**config.mk**
```make
export PLATFORM = sky130hd
export DESIGN_NAME = calib_loader
export DESIGN_NICKNAME = d
export VERILOG_FILES = /design/src/rtl/calib_pkg.sv /design/src/rtl/calib_regs.sv /design/src/rtl/calib_engine.sv /design/src/rtl/calib_outreg.sv /design/src/rtl/calib_loader.sv
export SDC_FILE = /design/constraint.sdc
export NUM_CORES = 1
export LEC_CHECK = 0
export BUFFER_PORTS_ARGS = -buffer_cell sky130_fd_sc_hd__buf_2
export CAP_MARGIN = 20
export CELL_PAD_IN_SITES_DETAIL_PLACEMENT = 0
export CELL_PAD_IN_SITES_GLOBAL_PLACEMENT = 2
export CORE_ASPECT_RATIO = 0.9
export CORE_MARGIN = 1
export CORE_UTILIZATION = 39
export CTS_BUF_LIST = sky130_fd_sc_hd__clkbuf_16
export CTS_CLUSTER_DIAMETER = 80
export DETAILED_ROUTE_END_ITERATION = 12
export GPL_TIMING_DRIVEN = 0
export PLACE_DENSITY_LB_ADDON = 0.25
export SYNTH_ARGS = -nofsm -noshare
export SYNTH_HDL_FRONTEND = slang
export SYNTH_SLANG_ARGS = --single-unit
```
**constraint.sdc**
```tcl
create_clock -name clk -period 8.9 [get_ports clk]
set_input_delay 0.445 -clock clk [delete_from_list [all_inputs] [get_ports clk]]
set_output_delay 0.445 -clock clk [all_outputs]
set_load 0.005 [all_outputs]
```
**src/rtl/calib_pkg.sv**
```systemverilog
package calib_pkg;

    typedef enum logic [1:0] {
        SEL_CODE = 2'd0,
        SEL_GAIN = 2'd1,
        SEL_OFFS = 2'd2,
        SEL_NONE = 2'd3
    } wsel_e;

    typedef enum logic [1:0] {
        ENG_IDLE = 2'd0,
        ENG_MUL  = 2'd1,
        ENG_SAT  = 2'd2
    } eng_state_e;

    typedef enum logic {
        OUT_CLR = 1'b0,
        OUT_RUN = 1'b1
    } out_state_e;

endpackage

```
**src/rtl/calib_regs.sv**
```systemverilog
module calib_regs
    import calib_pkg::*;
#(
    parameter int NUM_CH = 8,
    parameter int DW     = 14,
    parameter int GW     = 13,
    parameter int CHW    = 3
) (
    input  logic              clk,
    input  logic              rst_n,
    input  logic              wr_en,
    input  logic [1:0]        wr_sel,
    input  logic [CHW-1:0]    wr_ch,
    input  logic [DW-1:0]     wr_data,
    input  logic [CHW-1:0]    rd_ch,
    output logic [DW-1:0]     rd_code,
    output logic [GW-1:0]     rd_gain,
    output logic [DW-1:0]     rd_offs,
    input  logic [NUM_CH-1:0] dirty_clr,
    output logic [NUM_CH-1:0] dirty
);
    localparam logic [DW-1:0] MID = DW'(1) << (DW - 1);

    logic [DW-1:0] code_r [NUM_CH];
    logic [GW-1:0] gain_r [NUM_CH];
    logic [DW-1:0] offs_r [NUM_CH];
    wsel_e         sel;

    assign sel = wsel_e'(wr_sel);

    always_ff @(posedge clk) begin
        if (!rst_n) begin
            for (int i = 0; i < NUM_CH; i++) begin
                code_r[i] <= MID;
                gain_r[i] <= '1;
                offs_r[i] <= MID;
            end
            dirty <= '0;
        end else begin
            for (int i = 0; i < NUM_CH; i++) begin
                if (wr_en && (wr_ch == CHW'(i)) && (sel != SEL_NONE)) begin
                    unique case (sel)
                        SEL_CODE: code_r[i] <= wr_data;
                        SEL_GAIN: gain_r[i] <= wr_data[GW-1:0];
                        SEL_OFFS: offs_r[i] <= wr_data;
                        default:  ;
                    endcase
                    dirty[i] <= 1'b1;
                end else if (dirty_clr[i]) begin
                    dirty[i] <= 1'b0;
                end
            end
        end
    end

    assign rd_code = code_r[rd_ch];
    assign rd_gain = gain_r[rd_ch];
    assign rd_offs = offs_r[rd_ch];


    ignored_write_chk: assert property (@(posedge clk) disable iff (!rst_n)
        (wr_en && wr_sel == SEL_NONE) |=> ((dirty & ~$past(dirty)) == '0));

endmodule

```
**src/rtl/calib_engine.sv**
```systemverilog
module calib_engine
    import calib_pkg::*;
#(
    parameter int NUM_CH = 8,
    parameter int DW     = 14,
    parameter int GW     = 13,
    parameter int CHW    = 3
) (
    input  logic              clk,
    input  logic              rst_n,
    input  logic [NUM_CH-1:0] dirty,
    output logic [CHW-1:0]    rd_ch,
    input  logic [DW-1:0]     rd_code,
    input  logic [GW-1:0]     rd_gain,
    input  logic [DW-1:0]     rd_offs,
    output logic [NUM_CH-1:0] dirty_clr,
    output logic              res_we,
    output logic [CHW-1:0]    res_ch,
    output logic [DW-1:0]     res_val,
    output logic              busy
);
    localparam int PW = DW + GW;
    localparam int SW = DW + 2;
    localparam logic signed [SW-1:0] BIAS = SW'(1) << (DW - 1);

    eng_state_e state, state_nx;
    logic [CHW-1:0] cur_ch, pick_ch;
    logic           pick_ok;
    logic [PW-1:0]  prod_q;
    logic [DW-1:0]  offs_q;
    logic [GW:0]    gain_p1;
    logic [DW-1:0]  scaled;
    logic signed [SW-1:0] sum_s;

    // lowest dirty channel wins
    always_comb begin
        pick_ch = '0;
        pick_ok = 1'b0;
        for (int i = NUM_CH - 1; i >= 0; i--) begin
            if (dirty[i]) begin
                pick_ch = CHW'(i);
                pick_ok = 1'b1;
            end
        end
    end

    always_ff @(posedge clk) begin
        if (!rst_n) state <= ENG_IDLE;
        else        state <= state_nx;
    end

    always_comb begin
        state_nx = state;
        unique case (state)
            ENG_IDLE: if (pick_ok) state_nx = ENG_MUL;
            ENG_MUL:  state_nx = ENG_SAT;
            ENG_SAT:  state_nx = ENG_IDLE;
            default:  state_nx = ENG_IDLE;
        endcase
    end

    assign gain_p1 = {1'b0, rd_gain} + (GW + 1)'(1);

    always_ff @(posedge clk) begin
        if (!rst_n) begin
            cur_ch <= '0;
            prod_q <= '0;
            offs_q <= '0;
        end else begin
            if (state == ENG_IDLE && pick_ok) cur_ch <= pick_ch;
            if (state == ENG_MUL) begin
                prod_q <= PW'(rd_code) * PW'(gain_p1);
                offs_q <= rd_offs;
            end
        end
    end

    assign scaled = prod_q[PW-1:GW];
    assign sum_s  = $signed({2'b00, scaled}) + $signed({2'b00, offs_q}) - BIAS;

    // outputs
    always_comb begin
        rd_ch     = cur_ch;
        res_ch    = cur_ch;
        res_we    = (state == ENG_SAT);
        dirty_clr = '0;
        if (state == ENG_IDLE && pick_ok) dirty_clr[pick_ch] = 1'b1;
        if (sum_s[SW-1])      res_val = '0;
        else if (sum_s[DW])   res_val = '1;
        else                  res_val = sum_s[DW-1:0];
        busy = (state != ENG_IDLE) || (|dirty);
    end


    start_calc_chk: assert property (@(posedge clk) disable iff (!rst_n)
        (state == ENG_IDLE && |dirty) |=> (state == ENG_MUL));


    mul_to_sat_chk: assert property (@(posedge clk) disable iff (!rst_n)
        (state == ENG_MUL) |=> (state == ENG_SAT));

endmodule

```
**src/rtl/calib_outreg.sv**
```systemverilog
module calib_outreg
    import calib_pkg::*;
#(
    parameter int NUM_CH = 8,
    parameter int DW     = 14,
    parameter int CHW    = 3
) (
    input  logic                 clk,
    input  logic                 rst_n,
    input  logic                 res_we,
    input  logic [CHW-1:0]       res_ch,
    input  logic [DW-1:0]        res_val,
    input  logic                 busy_all,
    input  logic                 load_n,
    input  logic                 clr_n,
    output logic [NUM_CH*DW-1:0] dac_flat,
    output logic [NUM_CH-1:0]    upd_stb,
    output logic                 cleared
);
    localparam logic [DW-1:0] MID = DW'(1) << (DW - 1);

    out_state_e    ostate, ostate_nx;
    logic [DW-1:0] stage_r [NUM_CH];
    logic [DW-1:0] dac_r   [NUM_CH];
    logic          load_q, ld_pend, do_load;

    assign do_load = clr_n && !busy_all && (ld_pend || !load_n);

    always_ff @(posedge clk) begin
        if (!rst_n) ostate <= OUT_CLR;
        else        ostate <= ostate_nx;
    end

    always_comb begin
        ostate_nx = ostate;
        if (!clr_n) ostate_nx = OUT_CLR;
        else begin
            unique case (ostate)
                OUT_CLR: if (do_load) ostate_nx = OUT_RUN;
                OUT_RUN: ostate_nx = OUT_RUN;
                default: ostate_nx = OUT_CLR;
            endcase
        end
    end

    always_ff @(posedge clk) begin
        if (!rst_n) begin
            load_q  <= 1'b1;
            ld_pend <= 1'b0;
        end else begin
            load_q <= load_n;
            if (!clr_n || do_load)      ld_pend <= 1'b0;
            else if (load_q && !load_n) ld_pend <= 1'b1;
        end
    end

    always_ff @(posedge clk) begin
        if (!rst_n) begin
            for (int i = 0; i < NUM_CH; i++) begin
                stage_r[i] <= MID;
                dac_r[i]   <= MID;
            end
            upd_stb <= '0;
        end else begin
            for (int i = 0; i < NUM_CH; i++) begin
                if (res_we && res_ch == CHW'(i)) stage_r[i] <= res_val;
                upd_stb[i] <= do_load && (stage_r[i] != dac_r[i]);
                if (do_load && stage_r[i] != dac_r[i]) dac_r[i] <= stage_r[i];
            end
        end
    end

    always_comb begin
        for (int i = 0; i < NUM_CH; i++) dac_flat[i*DW +: DW] = dac_r[i];
        cleared = (ostate == OUT_CLR);
    end

    for (genvar g = 0; g < NUM_CH; g++) begin : g_chk

        upd_changed_chk: assert property (@(posedge clk) disable iff (!rst_n)
            upd_stb[g] |-> (dac_r[g] != $past(dac_r[g])));
    end


    hold_while_busy_chk: assert property (@(posedge clk) disable iff (!rst_n)
        busy_all |=> $stable(dac_flat));


    clear_blocks_load_chk: assert property (@(posedge clk) disable iff (!rst_n)
        !clr_n |=> ($stable(dac_flat) && cleared));

endmodule

```
**src/rtl/calib_loader.sv**
```systemverilog
module calib_loader
    import calib_pkg::*;
#(
    parameter int NUM_CH = 8,
    parameter int DW     = 14,
    parameter int GW     = 13,
    localparam int CHW   = (NUM_CH > 1) ? $clog2(NUM_CH) : 1
) (
    input  logic                 clk,
    input  logic                 rst_n,
    input  logic                 wr_en,
    input  logic [1:0]           wr_sel,
    input  logic [CHW-1:0]       wr_ch,
    input  logic [DW-1:0]        wr_data,
    input  logic                 load_n,
    input  logic                 clr_n,
    input  logic                 busy_ext_n,
    output logic                 busy_n,
    output logic [NUM_CH*DW-1:0] out_code,
    output logic [NUM_CH-1:0]    out_clr,
    output logic [NUM_CH-1:0]    upd_stb
);
    logic              wr_ok;
    logic [CHW-1:0]    rd_ch, res_ch;
    logic [DW-1:0]     rd_code, rd_offs, res_val;
    logic [GW-1:0]     rd_gain;
    logic [NUM_CH-1:0] dirty, dirty_clr;
    logic              res_we, eng_busy, busy_all, cleared;

    assign wr_ok    = wr_en && (32'(wr_ch) < NUM_CH);
    assign busy_all = eng_busy || !busy_ext_n;
    assign busy_n   = !eng_busy;
    assign out_clr  = {NUM_CH{cleared}};

    calib_regs #(.NUM_CH(NUM_CH), .DW(DW), .GW(GW), .CHW(CHW)) u_regs (
        .clk(clk), .rst_n(rst_n), .wr_en(wr_ok), .wr_sel(wr_sel),
        .wr_ch(wr_ch), .wr_data(wr_data), .rd_ch(rd_ch),
        .rd_code(rd_code), .rd_gain(rd_gain), .rd_offs(rd_offs),
        .dirty_clr(dirty_clr), .dirty(dirty)
    );

    calib_engine #(.NUM_CH(NUM_CH), .DW(DW), .GW(GW), .CHW(CHW)) u_eng (
        .clk(clk), .rst_n(rst_n), .dirty(dirty), .rd_ch(rd_ch),
        .rd_code(rd_code), .rd_gain(rd_gain), .rd_offs(rd_offs),
        .dirty_clr(dirty_clr), .res_we(res_we), .res_ch(res_ch),
        .res_val(res_val), .busy(eng_busy)
    );

    calib_outreg #(.NUM_CH(NUM_CH), .DW(DW), .CHW(CHW)) u_out (
        .clk(clk), .rst_n(rst_n), .res_we(res_we), .res_ch(res_ch),
        .res_val(res_val), .busy_all(busy_all), .load_n(load_n),
        .clr_n(clr_n), .dac_flat(out_code), .upd_stb(upd_stb),
        .cleared(cleared)
    );


    ext_busy_hold_chk: assert property (@(posedge clk) disable iff (!rst_n)
        !busy_ext_n |=> (upd_stb == '0));

endmodule

```
After elaboration in Yosys (flattened, before gate mapping)
Memories as Yosys holds them, arrays and structs flattened. A register that Yosys moved wholly into a read port is not among the register bits. Cells that the tools add are included.

Register bits: 51. Bits in writable memories: 552. Bits in read-only memories: 0. Memories kept: 5. Output and inout bits: 129. Word-level logic and storage cells: 368. Bits in latches: 0. Bits of input ports: 25.

Bitwise logic cells: 42. Muxes and demuxes: 209. Eq/ne operators: 28. Magnitude comparators: 2. Reductions and logical operators: 63. Shift operators: 0. $mul: 1. Div/mod/pow operators: 0. Add/sub/neg operators: 3.

Memory list: u_out.dac_r (depth 8, width 14, read ports 8, clocked after memory_dff 0, wr ports 8, line calib_outreg.sv:24) `logic [DW-1:0] dac_r [NUM_CH];`; u_out.stage_r (depth 8, width 14, read ports 8, clocked after memory_dff 0, wr ports 8, line calib_outreg.sv:23) `logic [DW-1:0] stage_r [NUM_CH];`; u_regs.code_r (depth 8, width 14, read ports 1, clocked after memory_dff 1, wr ports 8, line calib_regs.sv:24) `logic [DW-1:0] code_r [NUM_CH];`; u_regs.offs_r (depth 8, width 14, read ports 1, clocked after memory_dff 1, wr ports 8, line calib_regs.sv:26) `logic [DW-1:0] offs_r [NUM_CH];`; u_regs.gain_r (depth 8, width 13, read ports 1, clocked after memory_dff 1, wr ports 8, line calib_regs.sv:25) `logic [GW-1:0] gain_r [NUM_CH];`.

Operators with widths (number): $mux W14 (34); $mux W1 (150); $ne A14 B14 Y1 (8); $mux W13 (8); $or A1 B1 Y1 (40); $logic_and A1 B1 Y1 (37); $mux W3 (12); $mul A14 B14 Y27 (1); $eq A3 B3 Y1 const B (8); $reduce_bool A2 Y1 (9); $sub A16 B15 Y16 const B (1); $add A14 B14 Y15 (1); $add A13 B1 Y14 const B (1); $eq A3 B2 Y1 const B (4); $mux W8 (1); $reduce_or A8 Y1 (1); $eq A3 B1 Y1 const B (2); $logic_not A1 Y1 (6); $logic_not A3 Y1 (2); $eq A2 B1 Y1 const B (2); $eq A2 B2 Y1 const B (2); $logic_not A2 Y1 (2); $logic_or A1 B1 Y1 (4); $lt A3 B4 Y1 const B (1); 10 further kinds (11).

Logic depth before layout (Yosys ltp)
Depth in word-level cells: 15. Gate-level depth with buffers: 33. Depth with buffers taken out: 29.

Hierarchy
A second synthesis with hierarchy kept.

Cells, all modules: 2678. Area, all modules: 32985.4 µm².

By module, submodules not included: calib_regs (area each 14645.3 µm², times used 1, cells each 914, seq. area each 10009.6 µm²); calib_outreg (area each 9894.5 µm², times used 1, cells each 772, seq. area each 6946.7 µm²); calib_engine (area each 8375.5 µm², times used 1, cells each 982, seq. area each 660.6 µm²); calib_loader (area each 70.1 µm², times used 1, cells each 10, seq. area each 0.0 µm²).

Least setup slack after synthesis
OpenSTA, ideal clock, no wires.

Path type: register to register. Start: reg with a tool-made name. End: reg u_eng.prod_q[26]. Path slack: 345 ps. Data required time: 8838 ps. Stages on the path, launching flop included: 30. Clock period less this slack: 8555 ps. Data arrival time: 8492 ps. Setup time: 62 ps. Cell sequence: dfxtp_1 buf_2 buf_2 buf_1 buf_2 mux2i_1 inv_1 ha_1 nor3b_1 nand2_1 xor2_1 clkbuf_1 nand2_1 fa_1 inv_1 fa_1 fa_1 fa_1 fa_1 ha_1 ha_1 a21o_1 a21o_1 a21o_1 a221o_1 a21o_1 o21a_1 a311o_1 or4b_1 nand3_1.

RTL lines: to (signal assigned) (line calib_engine.sv:72) `prod_q <= PW'(rd_code) * PW'(gain_p1);`; to (decl) (line calib_engine.sv:29) `logic [PW-1:0] prod_q;`.

==> impl_metrics.ini <==
[synth]
ys_seq_area_share_pct = 54.42
synth_top_area_share_pct = 51.03
ys_warn_count = 0
postSynthAreaPerCell_sq_um = 12.51
synth_fp_nets = 2863
netlist_area_sq_mm = 0.03248
syn-instance-count = 2596
synthTopCellsByCount = 552 x edfxtp_1, 282 x nor2_1, 243 x nand2_1, 214 x inv_1, 140 x fa_1
async_flop_share_pct = 0
synth-seq-cells = 607
synth.most_common_cell = edfxtp_1
synthFlopType = edfxtp_1
synth_top_area_cell = edfxtp_1
synthDistinctLibCells = 66
synth.area.top_cells = edfxtp_1 51%, fa_1 8.6%, mux4_2 5.2%
synth-edff-count = 552

[timing]
fin_tns_setup_ns = 0
clock_skew_ns = 0.02354
hold_violations = 0
final.setup.worst_slack_ns = 0.3369
fin_hold_ws_ns = 0.06594
slew_violations = 0
fmax_mhz = 116.8
period_share_pct = 96.21
min_period_ns = 8.563
rsz0062_at_grt = false
relSlewSlack_pct = 19.32
setup_violations = 0
tightest_slew_ns = 1.206

[clock_tree]
htreeDepth = 3
clock_path_buffers = 3
cts_buffers = 68
holdBufCountCts = 0
clockRootBuffer = clkbuf_16
clk_latency_ns = 0.60
clkSinkCount = 607
path_clk_slew_ns = 0.06
cts_tree = built

[worst_setup_path]
path_buf_inv = 5
critical_path_class = register to register
path_max_fanout = 10
crit_slowest_cell = fa_1
arrival_ns = 9.10
critPathCaptureType = register
reg2reg_to = u_eng.prod_q[26]
crit_family = adder cells
r2r_setup_slack_ns = 0.34
start_kind = register
critPathRequiredTime_ns = 9.44
cpPeakStageDelay_ns = 0.56
reg2reg_depth = 28
crit_path_frequent_cell = fa_1

[die]
fp.dieH_microns = 275.8
start_util_pct = 39.33
fp.coreArea_sq_mm = 0.08258
design.portCount = 154
die-area_sq_mm = 0.08444
die_width_microns = 306.2
rows = 100

[pwr]
cellInternalPower_w = 0.007788
leakage_nw = 14.79
combPwrFrac_pct = 52.8
vdd_ir_drop_max_uv = 820.6
swShare_pct = 40.37
pwr-share-seq_pct = 26.0
switching_power_w = 0.005272
pwr-share-clk_pct = 21.3
p_per_area_mw_per_mm2 = 348.5

[global_routing]
gr-total-overflow = 0
grt_pass1_vias = 21610
grt_first_pass_wirelength_microns = 137300
grt_max_degree = 15
antenna_found_initial = 3
grtUsageTotal_pct = 22.12

[placed_design]
numPortBuffers = 151
pre_cts_slack_ns = -2.245
hpwl_microns = 70960
routabilityCongestion = 0.8375

[min_path]
holdPathStages = 3
min_from = load_n
hp-class = input pin to register
hold_path_end = u_out.load_q

[routing]
ant_nets = 0
drc = 0
wire_per_inst_microns = 23.31
wl_microns = 92660
vias = 21025
drt_iter0_markers = 1542
firstDrtPassIters = 5
viasPerCell = 5.288

[outcome]
outcome = completed

[finish]
area_growth_pct = 15.37
final_nets = 3116
drive_gt1_share_pct = 15.77

[flow_run]
maxCapViolCount = 0
power groups by stage:
stage | registers [W] | logic, W | clock network (W)
finish | 0.00339 | 0.00689 | 0.00278
global route | 0.00341 | 0.00788 | 0.00293
CTS | 0.00339 | 0.00705 | 0.00282
detailed placement | 0.00345 | 0.00693 | 0
global placement | 0.00344 | 0.00689 | 0
floorplan | 0.00342 | 0.00484 | 0
layer usage:
layer / routed length, microns / share of wire, % / track usage [%]
met5: 29 / 0.031 / 0
met4: 1877 / 2.0 / 5.434
met3: 5606 / 6.0 / 4.100
met2: 44120 / 48 / 35.99
met1: 41030 / 44 / 30.68
cell type report:
type,instances,area (sq um)
clock inverters,55,451.7
fillers,7632,45100
clock buffers,70,1752
multi-input cells,1626,13650
diodes,1,2.502
repair buffers,185,1075
flip-flops and latches,607,17680
well taps,1071,1340
inverters,215,807.0
plain buffers,146,715.7
cell usage in the layout (no fill, tap or decap), drive strengths merged, types with 4 or more instances in the layout:
cell / instances
or3: 11
bufinv: 5
edfxtp: 552
buf: 219
and3: 82
a21o: 13
nor4: 24
clkinv: 33
nand4: 19
o31ai: 4
nor3b: 9
nor3: 35
mux2: 10
ha: 102
a21oi: 26
or2: 9
nand2b: 67
dfxtp: 55
nor2: 282
xnor2: 65
inv: 230
nand2: 243
nand3: 46
a211oi: 4
o211a: 15
xor2: 78
nor2b: 47
o21bai: 4
o21ai: 49
fa: 140
nand3b: 6
a31oi: 10
clkbuf: 182
and2: 61
mux4: 82
mux2i: 34
a21boi: 13
registers in the layout (all words and copies together) (netlist names), named ones only:
signal,flops
u_eng.offs_q,14
u_eng.prod_q,14
u_eng.rd_ch,3
u_eng.state,2
u_out.dac_r,112
u_out.ld_pend,1
u_out.load_q,1
u_out.ostate,1
u_out.stage_r,112
u_out.upd_stb,8
u_regs.code_r,112
u_regs.dirty,8
u_regs.gain_r,104
u_regs.offs_r,112
repair_timing:
item / 4_1_cts / 5_1_grt
pin swaps: 0 / 2
hold endpoints to repair: 0 / 0
gates resized for setup: 44 / 49
buffers inserted: 2 / 8
endpoints found under the setup margin: 14 / 9
worst max path at each step:
stage          startpoint               end  slack [ns]  cells after the start
4_1_cts          register  u_eng.prod_q[26]        0.02                     29
3_5_place_dp     register  u_eng.prod_q[26]       -2.25                     29
3_3_place_gp     register  u_eng.prod_q[26]       -2.17                     29
2_1_floorplan    register  u_eng.prod_q[26]        0.35                     29
6_report         register  u_eng.prod_q[26]        0.34                     28
5_1_grt          register  u_eng.prod_q[26]        0.01                     28
kinds of logic (layout without fill, tap and decap cells):
logic type	after synthesis	count (layout)	synth area share, %
simple gates	954	954	14.24
mux	126	126	7.173
compound gates	161	161	3.297
buf+inv	363	671	4.449
other cells	0	1	0
fa+ha+maj	242	242	12.56
xor+xnor	143	143	3.856
flops	607	607	54.42
tightest hold or removal path, stage by stage:
cell,delay [ns]
buf_2,0.08
inv_1,0.05
nand2_1,0.06
through the flow:
step                utilization, %  std cells  area, sq um  power (W)
floorplan                        -       2596        32480   0.008264
global route                 45.38       3975        37470    0.01421
CTS                          45.07       3967        37220    0.01326
finish                       45.38       3976        37470    0.01306
global placement             41.87       3818        34580    0.01034
detailed placement           42.17       3840        34820    0.01038
Power figures use the tool's default switching activity.
